--- config.mk ---
export PLATFORM = sky130hd
export DESIGN_NAME = spd_cmd_responder
export DESIGN_NICKNAME = d
export VERILOG_FILES = /design/src/rtl/spd_cmd_pkg.sv /design/src/rtl/spd_cmd_decode.sv /design/src/rtl/spd_prot_store.sv /design/src/rtl/spd_cmd_fsm.sv /design/src/rtl/spd_cmd_responder.sv
export SDC_FILE = /design/constraint.sdc
export NUM_CORES = 1
export LEC_CHECK = 0
export BUFFER_PORTS_ARGS = -buffer_cell sky130_fd_sc_hd__buf_2
export CAP_MARGIN = 0
export CORE_ASPECT_RATIO = 1.75
export CORE_MARGIN = 5
export CORE_UTILIZATION = 45
export DETAILED_ROUTE_END_ITERATION = 7
export PLACE_DENSITY = 0.72
export SYNTH_ARGS = -nofsm -noshare
export SYNTH_HDL_FRONTEND = slang
export SYNTH_SLANG_ARGS = --single-unit
--- constraint.sdc ---
create_clock -name clk -period 2.2 [get_ports clk]
set_clock_uncertainty 0.2 [all_clocks]
set_input_delay 0.11 -clock clk [delete_from_list [all_inputs] [get_ports clk]]
set_output_delay 0.11 -clock clk [all_outputs]
set_load 0.01 [all_outputs]
--- src/rtl/spd_cmd_pkg.sv ---
package spd_cmd_pkg;

    typedef enum logic [2:0] {
        K_NONE,
        K_SET,
        K_CLR,
        K_PG,
        K_QPROT,
        K_QPAGE
    } cmd_kind_t;

    typedef enum logic [2:0] {
        ST_IDLE,
        ST_CMD,
        ST_ADDR,
        ST_DATA,
        ST_TAIL,
        ST_QUERY,
        ST_SKIP
    } cmd_state_t;

endpackage

--- src/rtl/spd_cmd_decode.sv ---
module spd_cmd_decode
    import spd_cmd_pkg::*;
#(
    parameter int          NBLK     = 4,
    parameter logic [6:0]  CMD_BASE = 7'h30,
    localparam int         BW       = $clog2(NBLK)
) (
    input  logic [7:0]    byte_i,
    output cmd_kind_t     kind_o,
    output logic [BW-1:0] blk_o,
    output logic          pg_o
);
    logic [6:0] off;
    logic       rd;

    assign off = byte_i[7:1] - CMD_BASE;
    assign rd  = byte_i[0];

    always_comb begin
        kind_o = K_NONE;
        blk_o  = off[BW-1:0];
        pg_o   = 1'b0;
        if (off < 7'(NBLK)) begin
            kind_o = rd ? K_QPROT : K_SET;
        end else if (off == 7'(NBLK) && !rd) begin
            kind_o = K_CLR;
        end else if (off == 7'(NBLK + 1)) begin
            kind_o = rd ? K_QPAGE : K_PG;
        end else if (off == 7'(NBLK + 2) && !rd) begin
            kind_o = K_PG;
            pg_o   = 1'b1;
        end
    end
endmodule

--- src/rtl/spd_prot_store.sv ---
module spd_prot_store
    import spd_cmd_pkg::*;
#(
    parameter int  NBLK = 4,
    localparam int BW   = $clog2(NBLK)
) (
    input  logic            clk,
    input  logic            rst_n,
    input  logic            commit_i,
    input  cmd_kind_t       kind_i,
    input  logic [BW-1:0]   blk_i,
    input  logic            pg_i,
    output logic [NBLK-1:0] prot_o,
    output logic            page_o,
    output logic            wc_req_o
);
    always_ff @(posedge clk or negedge rst_n) begin
        if (!rst_n) begin
            prot_o   <= '0;
            page_o   <= 1'b0;
            wc_req_o <= 1'b0;
        end else begin
            wc_req_o <= 1'b0;
            if (commit_i) begin
                unique case (kind_i)
                    K_SET: begin
                        prot_o[blk_i] <= 1'b1;
                        wc_req_o      <= 1'b1;
                    end
                    K_CLR: begin
                        prot_o   <= '0;
                        wc_req_o <= 1'b1;
                    end
                    K_PG:    page_o <= pg_i;
                    default: ;
                endcase
            end
        end
    end

    // the controller must never commit a set on a protected block
    p_no_double_set_r3: assert property (@(posedge clk) disable iff (!rst_n)
        (commit_i && kind_i == K_SET) |-> !prot_o[blk_i]);

    // flags move only on a commit
    p_flags_hold_r9: assert property (@(posedge clk) disable iff (!rst_n)
        !commit_i |=> $stable(prot_o));
endmodule

--- src/rtl/spd_cmd_fsm.sv ---
module spd_cmd_fsm
    import spd_cmd_pkg::*;
#(
    parameter int  NBLK = 4,
    localparam int BW   = $clog2(NBLK)
) (
    input  logic            clk,
    input  logic            rst_n,
    input  logic            start_i,
    input  logic            stop_i,
    input  logic            byte_vld_i,
    input  logic            busy_i,
    input  cmd_kind_t       dec_kind_i,
    input  logic [BW-1:0]   dec_blk_i,
    input  logic            dec_pg_i,
    input  logic [NBLK-1:0] prot_i,
    input  logic            page_i,
    output logic            ack_vld_o,
    output logic            ack_o,
    output logic            commit_o,
    output cmd_kind_t       kind_o,
    output logic [BW-1:0]   blk_o,
    output logic            pg_o
);
    cmd_state_t    st, st_n;
    cmd_kind_t     kind_n;
    logic [BW-1:0] blk_n;
    logic          pg_n, ok, ok_n, ackv_n, ack_n;

    always_ff @(posedge clk or negedge rst_n) begin
        if (!rst_n) begin
            st        <= ST_IDLE;
            kind_o    <= K_NONE;
            blk_o     <= '0;
            pg_o      <= 1'b0;
            ok        <= 1'b0;
            ack_vld_o <= 1'b0;
            ack_o     <= 1'b0;
        end else begin
            st        <= st_n;
            kind_o    <= kind_n;
            blk_o     <= blk_n;
            pg_o      <= pg_n;
            ok        <= ok_n;
            ack_vld_o <= ackv_n;
            ack_o     <= ack_n;
        end
    end

    assign commit_o = stop_i && !start_i && (st == ST_TAIL) && ok;

    always_comb begin
        st_n   = st;
        kind_n = kind_o;
        blk_n  = blk_o;
        pg_n   = pg_o;
        ok_n   = ok;
        ackv_n = 1'b0;
        ack_n  = 1'b0;
        if (start_i) begin
            st_n = ST_CMD;
        end else if (stop_i) begin
            st_n = ST_IDLE;
        end else if (byte_vld_i) begin
            ackv_n = 1'b1;
            unique case (st)
                ST_CMD: begin
                    kind_n = dec_kind_i;
                    blk_n  = dec_blk_i;
                    pg_n   = dec_pg_i;
                    ok_n   = 1'b0;
                    st_n   = ST_SKIP;
                    if (!busy_i) begin
                        unique case (dec_kind_i)
                            K_SET: begin
                                ok_n  = !prot_i[dec_blk_i];
                                ack_n = !prot_i[dec_blk_i];
                                st_n  = ST_ADDR;
                            end
                            K_CLR, K_PG: begin
                                ok_n  = 1'b1;
                                ack_n = 1'b1;
                                st_n  = ST_ADDR;
                            end
                            K_QPROT: begin
                                ack_n = !prot_i[dec_blk_i];
                                st_n  = ST_QUERY;
                            end
                            K_QPAGE: begin
                                ack_n = !page_i;
                                st_n  = ST_QUERY;
                            end
                            default: st_n = ST_SKIP;
                        endcase
                    end
                end
                ST_ADDR: begin
                    ack_n = ok;
                    st_n  = ST_DATA;
                end
                ST_DATA: begin
                    ack_n = ok && (kind_o != K_PG);
                    st_n  = ST_TAIL;
                end
                ST_TAIL: st_n = ST_SKIP;
                default: ack_n = 1'b0;
            endcase
        end
    end

    // a command byte taken while busy is refused
    p_busy_nack_r10: assert property (@(posedge clk) disable iff (!rst_n)
        (byte_vld_i && busy_i && st == ST_CMD && !start_i && !stop_i) |=> (ack_vld_o && !ack_o));

    // the data byte of a page select is refused
    p_page_data_nack_r5: assert property (@(posedge clk) disable iff (!rst_n)
        (byte_vld_i && st == ST_DATA && kind_o == K_PG && !start_i && !stop_i) |=> !ack_o);

    // nothing is acknowledged while skipping
    p_skip_nack_r8: assert property (@(posedge clk) disable iff (!rst_n)
        (byte_vld_i && st == ST_SKIP && !start_i && !stop_i) |=> !ack_o);
endmodule

--- src/rtl/spd_cmd_responder.sv ---
module spd_cmd_responder
    import spd_cmd_pkg::*;
#(
    parameter int         NBLK     = 4,
    parameter int         DW       = 8,
    parameter logic [6:0] CMD_BASE = 7'h30,
    localparam int        BW       = $clog2(NBLK)
) (
    input  logic            clk,
    input  logic            rst_n,
    input  logic            start_i,
    input  logic            stop_i,
    input  logic            byte_vld_i,
    input  logic [7:0]      byte_i,
    input  logic            busy_i,
    output logic            ack_vld_o,
    output logic            ack_o,
    output logic [DW-1:0]   rd_data_o,
    output logic            wc_req_o,
    output logic [NBLK-1:0] prot_o,
    output logic            page_o
);
    cmd_kind_t     dec_kind, cur_kind;
    logic [BW-1:0] dec_blk, cur_blk;
    logic          dec_pg, cur_pg, commit;

    assign rd_data_o = '1;

    spd_cmd_decode #(.NBLK(NBLK), .CMD_BASE(CMD_BASE)) i_dec (
        .byte_i (byte_i),
        .kind_o (dec_kind),
        .blk_o  (dec_blk),
        .pg_o   (dec_pg)
    );

    spd_cmd_fsm #(.NBLK(NBLK)) i_fsm (
        .clk        (clk),
        .rst_n      (rst_n),
        .start_i    (start_i),
        .stop_i     (stop_i),
        .byte_vld_i (byte_vld_i),
        .busy_i     (busy_i),
        .dec_kind_i (dec_kind),
        .dec_blk_i  (dec_blk),
        .dec_pg_i   (dec_pg),
        .prot_i     (prot_o),
        .page_i     (page_o),
        .ack_vld_o  (ack_vld_o),
        .ack_o      (ack_o),
        .commit_o   (commit),
        .kind_o     (cur_kind),
        .blk_o      (cur_blk),
        .pg_o       (cur_pg)
    );

    spd_prot_store #(.NBLK(NBLK)) i_store (
        .clk      (clk),
        .rst_n    (rst_n),
        .commit_i (commit),
        .kind_i   (cur_kind),
        .blk_i    (cur_blk),
        .pg_i     (cur_pg),
        .prot_o   (prot_o),
        .page_o   (page_o),
        .wc_req_o (wc_req_o)
    );

    // a write-cycle request follows a STOP
    p_wc_after_stop_r2: assert property (@(posedge clk) disable iff (!rst_n)
        $rose(wc_req_o) |-> $past(stop_i));

    // the request lasts one cycle
    p_wc_pulse_r2: assert property (@(posedge clk) disable iff (!rst_n)
        wc_req_o |=> !wc_req_o);

    // the page bit moves only at a STOP
    p_page_at_stop_r5: assert property (@(posedge clk) disable iff (!rst_n)
        !stop_i |=> $stable(page_o));

    // a clear-all leaves every flag clear
    p_clear_all_r4: assert property (@(posedge clk) disable iff (!rst_n)
        (commit && cur_kind == K_CLR) |=> (prot_o == '0));
endmodule

* After elaboration in Yosys (flattened, before gate mapping)
Cells that the tools add are included.
Storage, ports and cells: flip-flop bits (word level) 18, input bits 14
Cells by class: order comparisons 4, add/subtract/negate cells 1, reductions and logical operators 23, mux-type cells 34, bitwise operators 3, eq/ne operators 16
Operators with widths (number):
- $mux 3 | 9
- $eq 7x3->1 const B | 3
- $eq 3x2->1 const B | 6
- $mux 1 | 16
- $pmux 3 s4 | 1
- $eq 3x1->1 const B | 3
- $eq 3x3->1 const B | 3
- $pmux 4 s2 | 1
- $reduce_or 2->1 | 4
- $logic_and 1x1->1 | 7
- $lt 7x3->1 const B | 1
- $sub 7x6->7 const B | 1
- $lt 2x3->1 const B | 2
- $pmux 1 s3 | 2
- $pmux 3 s2 | 1
- $reduce_and 2->1 | 3
- $reduce_bool 6->1 | 1
- $logic_not 1->1 | 4
- $or 4x4->4 | 1
- $reduce_and 4->1 | 1
- $ne 3x2->1 const B | 1
- $reduce_bool 3->1 | 1
- $reduce_or 3->1 | 1
- $bmux 1 s2 | 1
- other kinds (6) | 7

* Logic depth before layout (Yosys ltp)
word-level depth 15, depth in mapped cells 6

* Hierarchy
A second synthesis with hierarchy kept.
Unflattened totals: cells, all modules 112, area, all modules 1167.4 µm²
By module, submodules not included:
- spd_cmd_fsm | instances 1, area each 688.2 µm², seq. area each 300.3 µm², cells an instance 62
- spd_prot_store | instances 1, area each 294.0 µm², seq. area each 150.1 µm², cells an instance 26
- spd_cmd_decode | instances 1, area each 121.4 µm², seq. area each 0.0 µm², cells an instance 15
- spd_cmd_responder | instances 1, area each 63.8 µm², seq. area each 0.0 µm², cells an instance 9

* Worst setup path before layout
Ideal clock, no wire load.
path kind reg2reg, from register i_fsm.st[2], to register i_fsm.kind_o[1], clock period less this slack 1.647 ns, arrival time 1.319 ns, buffers on the path 2, setup time 0.127 ns, data required time 1.873 ns, cell stages (with the launch flop) 6, setup slack 0.553 ns, cells stage by stage dfrtp_1 -> buf_2 -> and4bb_1 -> nand2_1 -> buf_4 -> mux2_1
On the way: longest elaborated chain between the ends 2
RTL lines:
- start, declared | RTL line spd_cmd_fsm.sv:25 | cmd_state_t st, st_n;
- start signal, assigned | RTL line spd_cmd_fsm.sv:40 | st <= st_n;
- $eq 3x1->1 | RTL line spd_cmd_fsm.sv:66 | unique case (st)
- $reduce_and 4->1 (no source line)
- end signal, assigned | RTL line spd_cmd_fsm.sv:41 | kind_o <= kind_n;
- end, declared | RTL line spd_cmd_fsm.sv:21 | output cmd_kind_t kind_o,
No other way between the ends. A chain may end at the register's enable or synchronous reset.

* Worst setup path in the final report
from input byte_i[2], to register i_fsm.ok
On the way: longest elaborated chain between the ends 11, elaborated cells between the ends (all ways) 20, those cells by class add/sub: 1; order compare: 1; eq/ne: 6; mux: 8; reduce/logical: 4
RTL lines:
- start, declared | RTL line spd_cmd_responder.sv:14 | input logic [7:0] byte_i,
- $sub 7x6->7 (*) | RTL line spd_cmd_decode.sv:16 | assign off = byte_i[7:1] - CMD_BASE;
- $eq 7x3->1 | RTL line spd_cmd_decode.sv:29 | end else if (off == 7'(NBLK + 2) && !rd) begin
- $logic_and 1x1->1 | RTL line spd_cmd_decode.sv:29
- $mux 2 | RTL line spd_cmd_decode.sv:29
- $mux 3 | RTL line spd_cmd_decode.sv:27 | end else if (off == 7'(NBLK + 1)) begin
- $mux 3 | RTL line spd_cmd_decode.sv:25 | end else if (off == 7'(NBLK) && !rd) begin
- $mux 3 | RTL line spd_cmd_decode.sv:23 | if (off < 7'(NBLK)) begin
- $eq 3x2->1 | RTL line spd_cmd_fsm.sv:74 | unique case (dec_kind_i)
- $reduce_or 2->1
- $pmux 1 s2 (*) | RTL line spd_cmd_fsm.sv:74
- $mux 1 (*) | RTL line spd_cmd_fsm.sv:73 | if (!busy_i) begin
- end signal, assigned | RTL line spd_cmd_fsm.sv:44 | ok <= ok_n;
- end, declared | RTL line spd_cmd_fsm.sv:28 | logic pg_n, ok, ok_n, ackv_n, ack_n;
Mark *: on every way between the ends. The rest lies on a longest branch, timed or not. The select of a mux whose other input is x is not followed.

==> summary.txt <==
Run status
  – Status: complete, no violations

Global routing
  – Vias in the first global route: 997
  – Initial antenna violation count: 0
  – Congestion Overflow GR: 0
  – Largest net degree at the start of global routing: 19
  – Global-route wire length before repair: 4210 µm
  – GRT Resource Usage Total: 16.3%

Yosys
  – Sequential fraction of the synthesis area: 40.8%
  – Syn_area_per_cell: 10.3 µm²
  – Synth top area cells: dfrtp_1, buf_4, mux2_1
  – Most common cell in the netlist: dfrtp_1
  – #FFs+latches synth: 18
  – Ys async rst share: 100%
  – Mapped Area: 1100 µm²
  – Yosys warning count: 0
  – Cell taking the most area after synthesis: dfrtp_1
  – Distinct cells, synth: 42
  – Top FF cell, synth: dfrtp_1
  – Post-synth EDFFs: 0
  – Syn Inst Count: 107
  – Most frequent cells after synthesis: dfrtp_1, nor2_1, buf_4
  – Share of the synthesized area in the top cell type: 40.8%

Placed design
  – Dpl cells: 151
  – Global placement routability congestion: 0.892
  – DP Area: 1200 µm²
  – Post-DP HPWL: 1960 µm
  – PortBufs: 21
  – Dpl ws: 0.322 ns

STA
  – FMAX: 0.536 GHz
  – Final hold vios: 0
  – Period utilization: 84.9%
  – Final Critical Period: 1.87 ns
  – Relative slew slack: 66.7%
  – Min setup slack post-route: 0.333 ns
  – Count of final setup violators: 0
  – Slew @ Worst Pin: 0.498 ns
  – Setup TNS: 0 ns
  – RSZ-0062 raised after global routing: no
  – Pins over their slew limit: 0

Power and ir drop
  – Leak: 0.635 nW
  – Maximum VDD drop: 0.000400 V
  – Design Power: 710 µW
  – Power per Cell Area: 536 nW/µm²

Route
  – TritonRoute pass-1 iters: 4
  – DRC Markers: 0
  – Routed Wire Length: 2570 µm
  – Vias per cell: 5.49
  – Vias: 889
  – Post-route ant nets: 0
  – Initial DRC count: 23
  – WL/cell: 15.8 µm

Final layout
  – Layout cell share with drive strength beyond 1: 24.8%
  – Area of the multi-input gates: 587 µm²
  – Non-filler cells, final: 162
  – Filler Cells Inserted: 219
  – Area delta synth->final: 20.1%
  – N_diodes: 0
  – Final nets: 155
  – FF+latch area: 450 µm²
  – Design Area, Final: 1330 µm²

Setup path
  – Cells on worst reg2reg path: 3
  – Data arrival time of the worst path: 1.81 ns
  – Worst setup SP type: input port
  – Critical path class: in -> reg
  – Req. time, crit path: 2.15 ns
  – CP Max Fanout: 6
  – Crit end category: flip-flop

Clock network
  – CTS H-tree lvls: 1
  – Worst-Skew Late Latency: 0.25 ns
  – Clk root buf: clkbuf_8
  – Setup Buffers After CTS: 0
  – Clk sinks: 18
  – CTS tree: yes
  – TritonCTS Buffers: 3
  – Resized cells post-CTS: 0
  – Clock-pin slew on the worst setup and hold paths: 0.06 ns
  – Buffer depth of the longest clock path: 2

Die
  – DIE AREA: 3580 µm²
  – Initial core utilization: 47.3%
  – Die Span Y: 75.5 µm
  – Placeable Area: 2330 µm²
  – I/O pin total: 30
  – Die Width: 47.4 µm
  – Rows: 23

Flow run
  – Max-Cap Viols: 0

Worst hold path
  – Worst Hold Class: in -> async
==> worst max-delay path, stage by stage <==
cell           delay (ns)
dlygate4sd3_1        0.52
buf_2                0.18
mux4_2               0.55
nor3_2               0.17
nor2_1               0.09
o41ai_2              0.19
==> kinds of logic (layout without fill, tap and decap cells) <==
family	Yosys count	count (layout)	synth area share (%)
muxes	5	5	6.12
adders and majority gates	2	2	2.27
xor gates and xnor gates	2	2	2.27
and+or+nand+nor	39	39	23.1
DFF	18	18	40.8
AOI/OAI and AO/OA	25	25	16.7
buffers and inverters	15	38	8.39
other	1	8	0.340
==> path summary, 6_finish.rpt <==
kind,endpoint,slack (ns),startpoint
max in group asynchronous,i_fsm.ack_o$_DFF_PN0_,1.38,rst_n
min in group clk,i_fsm.ok$_DFFE_PN0P_,0.16,byte_i[3]
min reg2reg,i_store.page_o$_DFFE_PN0P_,0.28,i_fsm.pg_o$_DFFE_PN0P_
max reg2reg,i_fsm.kind_o[1]$_DFFE_PN0P_,0.36,i_fsm.st[1]$_DFFE_PN0P_
max,i_fsm.ok$_DFFE_PN0P_,0.33,byte_i[2]
min,i_fsm.ack_vld_o$_DFF_PN0_,0.13,rst_n
==> cell type report <==
type	instances	area share, %
sequential	18	34.0
inverter	4	1.13
clock buffer	3	3.12
timing repair buffer	31	15.1
multi-input combinational	81	44.3
tap	25	2.36
==> metrics by stage <==
step	utilization [%]	hold WS [ns]
3_5_place_dp	51.6	-0.132
5_1_grt	56.8	0.168
4_1_cts	56.8	0.135
3_3_place_gp	51.6	-0.140
6_report	56.8	0.128
2_1_floorplan	-	-0.386
==> placed cells by master, fill, tap and decap left out, types with 4 or more instances in the layout <==
master | synthesis | layout
buf_2 | 2 | 21
dfrtp_1 | 18 | 18
nor2_1 | 12 | 12
conb_1 | 1 | 8
dlygate4sd3_1 | 0 | 8
nand2_1 | 7 | 7
a21oi_1 | 5 | 5
nand2b_1 | 4 | 4
inv_1 | 4 | 4
mux2_1 | 4 | 4
a31oi_1 | 4 | 4
==> report_power, final <==
group	switching, mW	total (mW)	internal (mW)	leakage [nW]
combinational	0.0672	0.121	0.0540	0.372
sequential	0.0199	0.371	0.351	0.241
clock	0.0969	0.218	0.121	0.0216
total	0.184	0.710	0.526	0.635
==> state kept, by name, indices dropped and copies added, names as in the netlist <==
| name | cells |
|---|---|
| i_fsm.kind_o | 3 |
| i_fsm.pg_o | 1 |
| i_fsm.ack_o | 1 |
| i_fsm.ack_vld_o | 1 |
| i_store.wc_req_o | 1 |
| i_fsm.blk_o | 2 |
| i_fsm.st | 3 |
| i_store.page_o | 1 |
| i_fsm.ok | 1 |
| i_store.prot_o | 4 |
==> repair_timing <==
action | in CTS | in global routing
setup endpoints to repair | 0 | 0
hold buffers | 8 | 0
endpoints found under the hold margin | 25 | 0
==> routing by layer <==
metal	GRT usage, %	vias to the layer above	wire [µm]
li1	-	436	-
met1	16.7	419	921
met2	31.2	28	1490
met3	2.36	6	116
met4	6.15	0	38
met5	0	-	0
(Power assumes the default switching activity.)
